File: src/rtl/pwm_reload_pkg.sv
package pwm_reload_pkg;

   localparam int PSC_W = 2;   // prescaler select width
   localparam int LDF_W = 4;   // reload divider field width

   typedef struct packed {
      logic             center;  // bit 7: up/down counting
      logic             half;    // bit 6: extra opportunity at the top
      logic [LDF_W-1:0] ldiv;    // bits 5:2: reload every ldiv+1 opportunities
      logic [PSC_W-1:0] psc;     // bits 1:0: prescaler select (buffered)
   } ctrl_t;

   localparam int CTRL_W = $bits(ctrl_t);

   typedef enum logic [1:0] {
      RA_CTRL = 2'd0,
      RA_MOD  = 2'd1,
      RA_DUTY = 2'd2,
      RA_ARM  = 2'd3
   } reg_addr_e;

endpackage

File: src/rtl/pwm_reg_bank.sv
module pwm_reg_bank
   import pwm_reload_pkg::*;
#(
   parameter int DW      = 16,
   parameter int CW      = 8,
   parameter int RST_MOD = 16
)(
   input  logic             clk,
   input  logic             rst_n,
   input  logic             wr,
   input  logic             rd,
   input  logic [1:0]       addr,
   input  logic [DW-1:0]    wdata,
   output logic [DW-1:0]    rdata,
   input  logic             reload_pt,
   output ctrl_t            ctrl,
   output logic [CW-1:0]    held_mod,
   output logic [PSC_W-1:0] work_psc,
   output logic [CW-1:0]    work_mod,
   output logic [CW-1:0]    work_duty,
   output logic             armed,
   output logic             xfer
);

   localparam int PADC = DW - CTRL_W;
   localparam int PADV = DW - CW;

   if (DW < CTRL_W) begin : g_bad_dw
      $error("pwm_reg_bank: DW must hold the control word");
   end
   if (CW > DW) begin : g_bad_cw
      $error("pwm_reg_bank: CW must not exceed DW");
   end

   logic [CW-1:0] held_duty;
   logic          seen_zero;
   logic          arm_set;
   reg_addr_e     ra;

   assign ra      = reg_addr_e'(addr);
   assign arm_set = wr && (ra == RA_ARM) && wdata[0] && seen_zero;
   assign xfer    = reload_pt && armed;

   always_ff @(posedge clk or negedge rst_n) begin
      if (!rst_n) begin
         ctrl      <= '0;
         held_mod  <= CW'(RST_MOD);
         held_duty <= '0;
         work_psc  <= '0;
         work_mod  <= CW'(RST_MOD);
         work_duty <= '0;
         armed     <= 1'b0;
         seen_zero <= 1'b0;
      end else begin
         if (wr) begin
            case (ra)
               RA_CTRL: ctrl      <= ctrl_t'(wdata[CTRL_W-1:0]);
               RA_MOD:  held_mod  <= wdata[CW-1:0];
               RA_DUTY: held_duty <= wdata[CW-1:0];
               default: ;
            endcase
         end
         if (rd && (ra == RA_ARM))
            seen_zero <= !armed;
         else if (wr && (ra == RA_ARM))
            seen_zero <= 1'b0;
         if (arm_set)
            armed <= 1'b1;
         else if (xfer)
            armed <= 1'b0;
         if (xfer) begin
            work_psc  <= ctrl.psc;
            work_mod  <= held_mod;
            work_duty <= held_duty;
         end
      end
   end

   always_comb begin
      case (ra)
         RA_CTRL: rdata = {{PADC{1'b0}}, ctrl};
         RA_MOD:  rdata = {{PADV{1'b0}}, held_mod};
         RA_DUTY: rdata = {{PADV{1'b0}}, held_duty};
         default: rdata = {{(DW-1){1'b0}}, armed};
      endcase
   end

   AST_ARM_CLEARS: assert property (@(posedge clk) disable iff (!rst_n)
      (reload_pt && armed && !arm_set) |=> !armed);
   AST_ARM_NEEDS_READ: assert property (@(posedge clk) disable iff (!rst_n)
      $rose(armed) |-> $past(seen_zero));

endmodule

File: src/rtl/pwm_reload_div.sv
module pwm_reload_div
   import pwm_reload_pkg::*;
(
   input  logic             clk,
   input  logic             rst_n,
   input  logic             opp,
   input  logic [LDF_W-1:0] ldiv,
   output logic             reload_pt
);

   logic [LDF_W-1:0] opp_cnt;

   assign reload_pt = opp && (opp_cnt >= ldiv);

   always_ff @(posedge clk or negedge rst_n) begin
      if (!rst_n)
         opp_cnt <= '0;
      else if (reload_pt)
         opp_cnt <= '0;
      else if (opp)
         opp_cnt <= opp_cnt + 1'b1;
   end

   AST_DIV_IDLE: assert property (@(posedge clk) disable iff (!rst_n)
      !opp |=> $stable(opp_cnt));

endmodule

File: src/rtl/pwm_count_core.sv
module pwm_count_core
   import pwm_reload_pkg::*;
#(
   parameter int CW      = 8,
   parameter bit OUT_REG = 1'b0
)(
   input  logic             clk,
   input  logic             rst_n,
   input  logic             center,
   input  logic             half,
   input  logic [PSC_W-1:0] work_psc,
   input  logic [CW-1:0]    work_mod,
   input  logic [CW-1:0]    work_duty,
   input  logic [CW-1:0]    new_mod,
   input  logic             reload_pt,
   input  logic             load,
   output logic             opp,
   output logic [CW-1:0]    cnt,
   output logic             pwm_out
);

   localparam int PCW = (1 << PSC_W) - 1;

   if (CW < 2) begin : g_bad_cw
      $error("pwm_count_core: CW must be at least 2");
   end

   logic [PCW-1:0] psc_cnt;
   logic [PCW-1:0] psc_mask;
   logic           tick;
   logic           up;
   logic           edge_wrap;
   logic           top_turn;
   logic           bot_turn;
   logic           below;

   assign psc_mask  = PCW'((1 << work_psc) - 1);
   assign tick      = (psc_cnt & psc_mask) == psc_mask;
   assign edge_wrap = tick && !center && (cnt >= work_mod - CW'(1));
   assign top_turn  = tick && center && up && (cnt >= work_mod);
   assign bot_turn  = tick && center && !up && (cnt <= CW'(1));
   assign opp       = edge_wrap || bot_turn || (top_turn && half);
   assign below     = cnt < work_duty;

   always_ff @(posedge clk or negedge rst_n) begin
      if (!rst_n) begin
         psc_cnt <= '0;
         cnt     <= '0;
         up      <= 1'b1;
      end else begin
         psc_cnt <= reload_pt ? '0 : psc_cnt + 1'b1;
         if (edge_wrap || bot_turn) begin
            cnt <= '0;
            up  <= 1'b1;
         end else if (top_turn) begin
            up  <= 1'b0;
            cnt <= load ? new_mod - CW'(1) : work_mod - CW'(1);
         end else if (tick) begin
            cnt <= (up || !center) ? cnt + 1'b1 : cnt - 1'b1;
         end
      end
   end

   if (OUT_REG) begin : g_out_reg
      always_ff @(posedge clk or negedge rst_n) begin
         if (!rst_n) pwm_out <= 1'b0;
         else        pwm_out <= below;
      end
   end else begin : g_out_comb
      assign pwm_out = below;
      AST_ZERO_DUTY_LOW: assert property (@(posedge clk) disable iff (!rst_n)
         (work_duty == '0) |-> !pwm_out);
   end

   AST_TICK_HOLD: assert property (@(posedge clk) disable iff (!rst_n)
      !tick |=> $stable(cnt));
   AST_HALF_SNAP: assert property (@(posedge clk) disable iff (!rst_n)
      (top_turn && load) |=> (cnt == $past(new_mod) - CW'(1)));
   AST_EDGE_NO_HALF: assert property (@(posedge clk) disable iff (!rst_n)
      (!center && opp) |-> (cnt >= work_mod - CW'(1)));

endmodule

File: src/rtl/pwm_reload_ctrl.sv
module pwm_reload_ctrl
   import pwm_reload_pkg::*;
#(
   parameter int DW      = 16,
   parameter int CW      = 8,
   parameter int RST_MOD = 16,
   parameter bit OUT_REG = 1'b0
)(
   input  logic          clk,
   input  logic          rst_n,
   input  logic          reg_wr,
   input  logic          reg_rd,
   input  logic [1:0]    reg_addr,
   input  logic [DW-1:0] reg_wdata,
   output logic [DW-1:0] reg_rdata,
   output logic [CW-1:0] count,
   output logic          pwm_out,
   output logic          reload_strobe,
   output logic          load_ok
);

   if (RST_MOD < 2 || RST_MOD >= (1 << CW)) begin : g_bad_mod
      $error("pwm_reload_ctrl: RST_MOD out of range for CW");
   end

   ctrl_t            ctrl;
   logic [CW-1:0]    held_mod;
   logic [PSC_W-1:0] work_psc;
   logic [CW-1:0]    work_mod;
   logic [CW-1:0]    work_duty;
   logic             armed;
   logic             xfer;
   logic             opp;
   logic             reload_pt;

   pwm_reg_bank #(.DW(DW), .CW(CW), .RST_MOD(RST_MOD)) u_regs (
      .clk       (clk),
      .rst_n     (rst_n),
      .wr        (reg_wr),
      .rd        (reg_rd),
      .addr      (reg_addr),
      .wdata     (reg_wdata),
      .rdata     (reg_rdata),
      .reload_pt (reload_pt),
      .ctrl      (ctrl),
      .held_mod  (held_mod),
      .work_psc  (work_psc),
      .work_mod  (work_mod),
      .work_duty (work_duty),
      .armed     (armed),
      .xfer      (xfer)
   );

   pwm_reload_div u_div (
      .clk       (clk),
      .rst_n     (rst_n),
      .opp       (opp),
      .ldiv      (ctrl.ldiv),
      .reload_pt (reload_pt)
   );

   pwm_count_core #(.CW(CW), .OUT_REG(OUT_REG)) u_core (
      .clk       (clk),
      .rst_n     (rst_n),
      .center    (ctrl.center),
      .half      (ctrl.half),
      .work_psc  (work_psc),
      .work_mod  (work_mod),
      .work_duty (work_duty),
      .new_mod   (held_mod),
      .reload_pt (reload_pt),
      .load      (xfer),
      .opp       (opp),
      .cnt       (count),
      .pwm_out   (pwm_out)
   );

   always_ff @(posedge clk or negedge rst_n) begin
      if (!rst_n) reload_strobe <= 1'b0;
      else        reload_strobe <= reload_pt;
   end

   assign load_ok = armed;

endmodule

File: config.mk
export PLATFORM = sky130hd
export DESIGN_NAME = pwm_reload_ctrl
export DESIGN_NICKNAME = d
export VERILOG_FILES = /design/src/rtl/pwm_reload_pkg.sv /design/src/rtl/pwm_reg_bank.sv /design/src/rtl/pwm_reload_div.sv /design/src/rtl/pwm_count_core.sv /design/src/rtl/pwm_reload_ctrl.sv
export SDC_FILE = /design/constraint.sdc
export NUM_CORES = 1
export LEC_CHECK = 0
export BUFFER_PORTS_ARGS = -buffer_cell sky130_fd_sc_hd__buf_2
export CAP_MARGIN = 15
export CELL_PAD_IN_SITES_DETAIL_PLACEMENT = 1
export CELL_PAD_IN_SITES_GLOBAL_PLACEMENT = 2
export CORE_UTILIZATION = 35
export DETAILED_ROUTE_END_ITERATION = 10
export PLACE_DENSITY_LB_ADDON = 0.1
export SYNTH_ARGS = -nofsm -noshare
export SYNTH_HDL_FRONTEND = slang
export SYNTH_HIERARCHICAL = 1
export SYNTH_SLANG_ARGS = --single-unit
File: constraint.sdc
create_clock -name clk -period 4.1 [get_ports clk]
set_clock_uncertainty 0.1 [all_clocks]
set_input_delay 0.205 -clock clk [delete_from_list [all_inputs] [get_ports clk]]
set_output_delay 0.205 -clock clk [all_outputs]
set_load 0.02 [all_outputs]
After elaboration in Yosys (flattened, before gate mapping):

Cells that the tools add are included.

* bits in registers: 61
* input bits: 22
* word-level logic and storage cells: 78

* $add $sub $neg: 7
* $lt $le $gt $ge: 5
* eq/ne operators: 4
* shifts and indexed selects: 1
* multiplexer cells: 15
* bitwise logic cells: 1
* reduce and logical (&&, ||, !) cells: 29

Operators by type and width (number)
* $mux 8: 5
* $pmux 8 s3: 1
* $sub 8x1->8 const B: 3
* $ge 8x8->1: 2
* $logic_and 1x1->1: 14
* $add 8x1->8 const B: 1
* $le 8x1->1 const B: 1
* $lt 8x8->1: 1
* $mux 4: 2
* $reduce_bool 2->1: 4
* $mux 1: 6
* $reduce_and 2->1: 3
* $add 4x1->4 const B: 1
* $eq 2x2->1 const B: 2
* $ge 4x4->1: 1
* $add 3x1->3 const B: 1
* $and 3x3->3: 1
* $eq 3x3->1: 1
* $logic_not 1->1: 3
* $logic_or 1x1->1: 3
* $mux 3: 1
* $reduce_bool 3->1: 1
* $shl 1x2->3 const A: 1
* $sub 3x2->3 const B: 1
* 2 further kinds: 2

Longest topological paths before layout:

Gate-level depths: netlist (run 1).

* depth after elaboration: 14
* gate-level depth with buffers: 21
* gate-level depth less buffers: 18

Hierarchy:

Netlist (run 1), hierarchy kept.

Modules (own cells, without submodules)
* pwm_reg_bank: times used 1, cells each 128, area an instance 1916.8 sq um, sequential area each 1103.6 sq um
* pwm_count_core: times used 1, cells each 199, area an instance 1710.4 sq um, sequential area each 301.5 sq um
* pwm_reload_div: times used 1, cells each 33, area an instance 301.5 sq um, sequential area each 100.1 sq um
* pwm_reload_ctrl: times used 1, cells each 1, area an instance 25.0 sq um, sequential area each 25.0 sq um

Worst setup path before layout (run 1):

No wires, ideal clock.

* path kind: reg-to-reg
* from: reg u_regs.work_mod[3]
* to: reg u_core.cnt[0]
* data arrival time: 4.054 ns
* data required time: 3.924 ns
* slack: -0.131 ns
* stages on the path, launching flop included: 20
* path through: dfrtp_1 or4_1 nor4_1 xnor2_1 ha_1 nand4_1 o21ai_0 o21bai_1 nand3_4 a22o_1 buf_2 and2_1 nand2_2 buf_2 inv_1 clkbuf_1 mux2i_1 inv_1 o31a_2 o21ai_1

* longest elaborated chain between the ends: 10

Ends and longest elaborated chain
* from (decl): line pwm_reg_bank.sv:19 `output logic [CW-1:0] work_mod,`
* from (signal assigned): line pwm_reg_bank.sv:50 `work_mod <= CW'(RST_MOD);`
* from (signal assigned): line pwm_reg_bank.sv:73 `work_mod <= held_mod;`
* $sub 8x1->8: line pwm_count_core.sv:39 `assign edge_wrap = tick && !center && (cnt >= work_mod - CW'(1));`
* $ge 8x8->1: line pwm_count_core.sv:39
* $logic_and 1x1->1: line pwm_count_core.sv:39
* $logic_or 1x1->1: line pwm_count_core.sv:42 `assign opp = edge_wrap || bot_turn || (top_turn && half);`
* $logic_or 1x1->1 (*): line pwm_count_core.sv:42
* net opp: line pwm_reload_ctrl.sv:33 `logic opp;`
* $logic_and 1x1->1 (*): line pwm_reload_div.sv:13 `assign reload_pt = opp && (opp_cnt >= ldiv);`
* net reload_pt: line pwm_reload_ctrl.sv:34 `logic reload_pt;`
* $logic_and 1x1->1 (*): line pwm_reg_bank.sv:42 `assign xfer = reload_pt && armed;`
* net xfer: line pwm_reload_ctrl.sv:32 `logic xfer;`
* $mux 8 (*): line pwm_count_core.sv:57 `cnt <= load ? new_mod - CW'(1) : work_mod - CW'(1);`
* $mux 8 (*): line pwm_count_core.sv:55 `end else if (top_turn) begin`
* $mux 8 (*): line pwm_count_core.sv:52 `if (edge_wrap || bot_turn) begin`
* to (signal assigned): line pwm_count_core.sv:57
* to (signal assigned): line pwm_count_core.sv:59 `cnt <= (up || !center) ? cnt + 1'b1 : cnt - 1'b1;`
* to (decl): line pwm_count_core.sv:18 `output logic [CW-1:0] cnt,`

Mark *: on every way through the listed nets, which the timed path passes. The rest lies on a longest branch.
A chain may end at the register's enable or synchronous reset.

Worst setup path after layout (run 1):

Same ends and word-level chain as after synthesis.

==> out/metrics.yaml, run 1 <==
status: "finished clean"
synth_cells: 361
grt_pass1_vias: 3134
drive_above_1_share: 0.2978
crit_path_end_kind: "register"
via_per_inst: 5.309
max_freq_mhz: 261.1
cp-endpoint: "u_core/cnt[0]"
gp_congestion: 0.7386
area_delta_synth_final_pct: 17.75
drt_iter0_markers: 133
hpwl_um: 8075
postCtsSetupBuffers: 0
drc: 0
async_flop_share: 1.000
initial_utilization: 0.3616
peakVddDrop_mv: 0.2548
antenna_found_initial: 0
powerDensity_nw_per_um2: 815.2
cp_data_arrival_time_ns: 3.98
track_usage: 0.2050
finalCriticalPeriod_ns: 3.830
tightestPinTransition_ns: 0.7653
num_vias: 2936
core_area_um2: 10940
timing.final.crit_share: 0.9342
r2r_end: "u_core/cnt[0]"
synth_ff_type: "dfrtp_1"
max_slew_margin: 0.4898
reg2regPathDepth: 16
placed_area_um2: 4312
wl_per_cell_um: 19.19
worstHoldPathCells: 2
max_cap_violations: 0
port_buffers: 32
ctsLongestPathBuffers: 2
io_pins: 49
rrSetupSlack_ns: 0.27
fin_tns_setup_ns: 0
htreeDepth: 3
hold_path_class: "primary input to register"
startpoint_type: "register"
synth-seq-cells: 61
total_leakage_power_nw: 2.151
fill_cells: 1217
crit_required_ns: 4.25
nets: 464
rsz0062_at_grt: "no"
setup_viol: 0
fp.dieH_um: 108.3
fp.dieW_um: 108.3
cts_buffers: 9
tritoncts: "done"
drv_slew: 0
ys_types: 61
finalHoldViolCount: 0
clock-sinks: 61
num_antenna_cells: 0
ys_warn_count: 6
gr-total-overflow: 0
insertion_delay_ns: 0.33
design_area_um2: 4656
crit-reg2reg-launch: "u_regs/work_mod[3]"
syn_avg_cell_area_um2: 10.95
grt_pass1_wl_um: 17740
synth_edf_count: 0
grt_max_degree: 34
die_area_um2: 11730
seq_area_frac_synth: 0.3870
clock-root-buffer: "clkbuf_16"
routed_wirelength_um: 10610
netlist_area_um2: 3954
drt_first_pass_iters: 4
worst-path-max-fanout: 6
rows: 38
crit_start: "u_regs/work_mod[3]"
clk_pin_slew_worst_paths_ns: 0.05
drtAntennaViolNets: 0
critical_path_class: "register to register"
power breakdown:
part	internal, mW	switching (mW)	total, mW
Sequential	0.816	0.244	1.06
Clock	0.567	0.273	0.840
Combinational	0.841	1.05	1.90
placed cells by master, fill, tap and decap left out, drive strengths merged, types with 3 or more instances in the layout:
| cell | count |
|---|---|
| o31ai | 6 |
| conb | 8 |
| nor3b | 4 |
| buf | 44 |
| dfrtp | 58 |
| or4 | 4 |
| o21ai | 9 |
| nand3 | 8 |
| or3 | 4 |
| nand3b | 3 |
| xnor2 | 13 |
| inv | 33 |
| mux2 | 42 |
| nand4 | 5 |
| a21oi | 9 |
| o21bai | 3 |
| o22ai | 3 |
| o211ai | 4 |
| a22o | 3 |
| nor3 | 5 |
| nor2b | 6 |
| mux2i | 21 |
| ha | 34 |
| nand2 | 10 |
| clkbuf | 13 |
| o2bb2ai | 11 |
| dfstp | 3 |
| nor2 | 15 |
area by class of cell:
type / instances / area, um2 / area share
Tap cell: 140 / 175.2 / 0.03762
Sequential cell: 61 / 1530 / 0.3287
Clock inverter: 3 / 68.82 / 0.01478
Inverter: 33 / 123.9 / 0.02661
Multi-Input combinational cell: 258 / 2237 / 0.4805
Clock buffer: 13 / 260.3 / 0.05590
Timing Repair Buffer: 45 / 260.3 / 0.05590
per-layer routing:
layer	track usage	up-vias	part of all wire
met3	0.04340	9	0.033
li1	-	1406	-
met4	0.05888	0	0.012
met2	0.3135	58	0.47
met5	0	-	0
met1	0.2906	1463	0.48
worst min path at each step:
stage	slack [ns]	startpoint	endpoint
finish	0.04	reg_wdata[5]	u_regs/held_duty[5]
global route	0.04	reg_wdata[3]	u_regs/held_mod[3]
CTS	0.02	reg_wdata[5]	u_regs/ctrl[5]
detailed placement	0.22	rst_n	u_core/cnt[4]
global placement	0.21	rst_n	u_core/cnt[4]
floorplan	-0.19	rst_n	reload_strobe
per-stage QoR:
| step | total power, mW | hold slack (ns) | cells | worst slack [ns] | utilization |
|---|---|---|---|---|---|
| 2_1_floorplan | 2.343 | -0.1906 | 368 | 0.01341 | - |
| 3_3_place_gp | 2.925 | 0.2115 | 536 | 0.2190 | 0.3943 |
| 3_5_place_dp | 2.975 | 0.2204 | 536 | 0.1629 | 0.3943 |
| 4_1_cts | 3.845 | 0.02241 | 553 | 0.1301 | 0.4253 |
| 5_1_grt | 4.147 | 0.03553 | 553 | 0.004861 | 0.4257 |
| 6_report | 3.795 | 0.03515 | 553 | 0.2699 | 0.4257 |
state kept, by name (all words and copies together), names as in the netlist, 2 cells and up:
signal            cells
u_regs/work_mod       8
u_regs/held_mod       8
u_regs/work_duty      8
u_regs/ctrl           8
u_div/opp_cnt         4
u_core/cnt            8
u_regs/held_duty      8
u_core/psc_cnt        3
u_regs/work_psc       2
logic make-up after synthesis:
group | after synthesis | synth area share
xor+xnor | 14 | 0.03101
fa+ha+maj | 34 | 0.1076
simple gates | 72 | 0.1133
flops | 61 | 0.3870
buf+inv | 49 | 0.05664
other cells | 1 | 0.0009485
compound gates | 66 | 0.1250
mux | 64 | 0.1785
cells in the mapped netlist, drive strengths merged (6+ instances only):
library cell	n	area share
a21oi	9	0.011
o31ai	6	0.011
inv	33	0.031
nor2b	6	0.0095
o2bb2ai	11	0.024
xnor2	13	0.029
ha	34	0.11
o21ai	9	0.013
mux2i	21	0.053
buf	14	0.023
nand3	8	0.013
nor2	15	0.014
nand2	10	0.010
mux2	42	0.12
dfrtp	58	0.37
critical path, stage by stage, from the launching register on:
cell and delay, ns:
dfrtp_1 0.41, or4_1 0.55, nor4_2 0.18, xnor2_1 0.20, ha_1 0.31, nand4_1 0.09
o21ai_0 0.10, o21bai_2 0.25, nand3_4 0.10, a22o_1 0.31, and2_2 0.23, nand2_2 0.08
inv_1 0.09, mux2i_1 0.24, inv_1 0.10, o31a_2 0.29, o21ai_1 0.13
repair_timing:
action,4_1_cts,5_1_grt
endpoints found under the setup margin,0,7
hold buffers,1,0
hold endpoints to repair,27,0
gates resized for setup,0,2
(Power assumes the default switching activity.)
==> run 2, diff against run 1 <==
- BUFFER_PORTS_ARGS: -buffer_cell sky130_fd_sc_hd__buf_2 -> -buffer_cell sky130_fd_sc_hd__buf_4
==> out/metrics.yaml, run 2 (same netlist as run 1, synthesis figures left out) <==
status: "finished clean"
switching_share: 0.4222
io_pins: 49
crit_start: "u_regs/work_mod[3]"
peakVddDrop_mv: 0.2690
initial_utilization: 0.3616
tightestPinTransition_ns: 0.8220
powerDensity_nw_per_um2: 802.6
pwr-share-clk: 0.201
cts_buffers: 9
hold_path_class: "primary input to register"
rsz0062_at_grt: "no"
most-common-layout-cells: "dfrtp_1 (58), buf_4 (43), mux2_2 (42)"
core_area_um2: 10940
finalHoldViolCount: 0
fin_tns_setup_ns: 0
tritoncts: "done"
die_area_um2: 11730
drt_first_pass_iters: 4
track_usage: 0.1982
total_leakage_power_nw: 2.148
r2r_end: "u_core/cnt[2]"
finalCriticalPeriod_ns: 3.768
p_int_mw: 2.182
critical_path_class: "register to register"
clock-root-buffer: "clkbuf_16"
grt-busiest-layer: "met2"
area_delta_synth_final_pct: 18.99
grt_pass1_wl_um: 17070
timing.final.crit_share: 0.9191
drv_slew: 0
routed_wirelength_um: 10630
via_per_inst: 5.281
grt_use_met3: 0.03617
num_antenna_cells: 0
num_vias: 2915
p_comb_frac: 0.519
gr-total-overflow: 0
switchingPower_mw: 1.594
htreeDepth: 3
insertion_delay_ns: 0.33
cp-endpoint: "u_core/cnt[2]"
seqPwrFrac: 0.280
fp.dieH_um: 108.3
total_power_mw: 3.776
max_cap_violations: 0
fill_cells: 1236
ctsLongestPathBuffers: 2
startpoint_type: "register"
clock-sinks: 61
gp_congestion: 0.7797
max_slew_margin: 0.4520
max_freq_mhz: 265.4
hpwl_um: 7920
wl_per_cell_um: 19.26
cp_data_arrival_time_ns: 3.91
crit_required_ns: 4.25
reg2regPathDepth: 16
met2_usage: 0.3112
setup_viol: 0
port_buffers: 32
fp.dieW_um: 108.3
use_met1: 0.2773
drive_above_1_share: 0.3034
drc: 0
nets: 463
grt_pass1_vias: 3014
final_common_cell: "dfrtp_1"
crit_path_end_kind: "register"
crit-reg2reg-launch: "u_regs/work_mod[3]"
rrSetupSlack_ns: 0.33
drt_iter0_markers: 57
rows: 38
worst-path-max-fanout: 6
antenna_found_initial: 0
clk_pin_slew_worst_paths_ns: 0.06
drtAntennaViolNets: 0
grt_max_degree: 62
## run 2: changes by cell type in the layout (fill, tap and decap cells not counted), sizes merged
cell / change
buf: -1
bufinv: -1
clkinv: +1
clkbuf: -4
clkinvlp: +3
inv: +1
## run 2: worst min-delay path by stage
stage            startpoint                   to  slack, ns  depth (start not counted)
2_1_floorplan         rst_n        reload_strobe      -0.19                          0
3_3_place_gp          rst_n        u_core/cnt[6]       0.26                          1
3_5_place_dp          rst_n        u_core/cnt[6]       0.26                          1
4_1_cts        reg_wdata[5]       u_regs/ctrl[5]      0.006                          2
5_1_grt        reg_wdata[4]       u_regs/ctrl[4]       0.01                          2
6_report       reg_wdata[5]  u_regs/held_duty[5]       0.02                          2
## run 2: area by class of cell
type | count | area (um2) | area share
clock inverter | 7 | 75.07 | 0.01596
tap | 140 | 175.2 | 0.03723
inverter | 33 | 123.9 | 0.02633
timing repair buffer | 44 | 332.8 | 0.07074
clock buffer | 9 | 225.2 | 0.04787
multi-input combinational | 258 | 2242 | 0.4766
sequential | 61 | 1530 | 0.3253
## run 2: through the flow
stage	area, um2	hold slack [ns]	utilization	setup WS, ns	cells
2_1_floorplan	3990	-0.1906	-	0.01341	368
3_3_place_gp	4384	0.2585	0.4009	0.2241	535
3_5_place_dp	4384	0.2608	0.4009	0.1624	535
4_1_cts	4695	0.005904	0.4293	0.1491	552
5_1_grt	4705	0.01086	0.4302	0.01590	552
6_report	4705	0.02240	0.4302	0.3318	552
## run 2: repair_timing
action / 4_1_cts / 5_1_grt
setup buffers: 0 / 0
gates resized for setup: 0 / 4
hold buffers: 1 / 0
endpoints found under the hold margin: 58 / 0
endpoints found under the setup margin: 0 / 6
## run 2: critical path, cell delays in order, from the launching register on
cell	delay [ns]
dfrtp_1	0.41
or4_1	0.57
nor4_2	0.20
xnor2_1	0.20
ha_1	0.31
nand4_1	0.11
o21ai_0	0.10
o21bai_2	0.26
nand3_4	0.09
a22o_1	0.31
and2_4	0.18
nand2_2	0.08
inv_1	0.08
buf_4	0.18
mux2i_2	0.21
mux2i_1	0.10
o221ai_1	0.19
## run 2: metal layers
| layer | part of all wire | up-vias |
|---|---|---|
| met5 | 0 | - |
| met4 | 0.011 | 0 |
| met3 | 0.024 | 9 |
| met2 | 0.47 | 40 |
| met1 | 0.49 | 1471 |
| li1 | - | 1395 |
## run 2: power by group through the flow
| stage | registers (mW) | clock network (mW) | logic (mW) |
|---|---|---|---|
| 2_1_floorplan | 1.05 | 0 | 1.29 |
| 5_1_grt | 1.09 | 0.812 | 2.21 |
| 3_3_place_gp | 1.06 | 0 | 1.91 |
| 3_5_place_dp | 1.07 | 0 | 1.96 |
| 4_1_cts | 1.06 | 0.790 | 1.97 |
| 6_report | 1.06 | 0.759 | 1.96 |
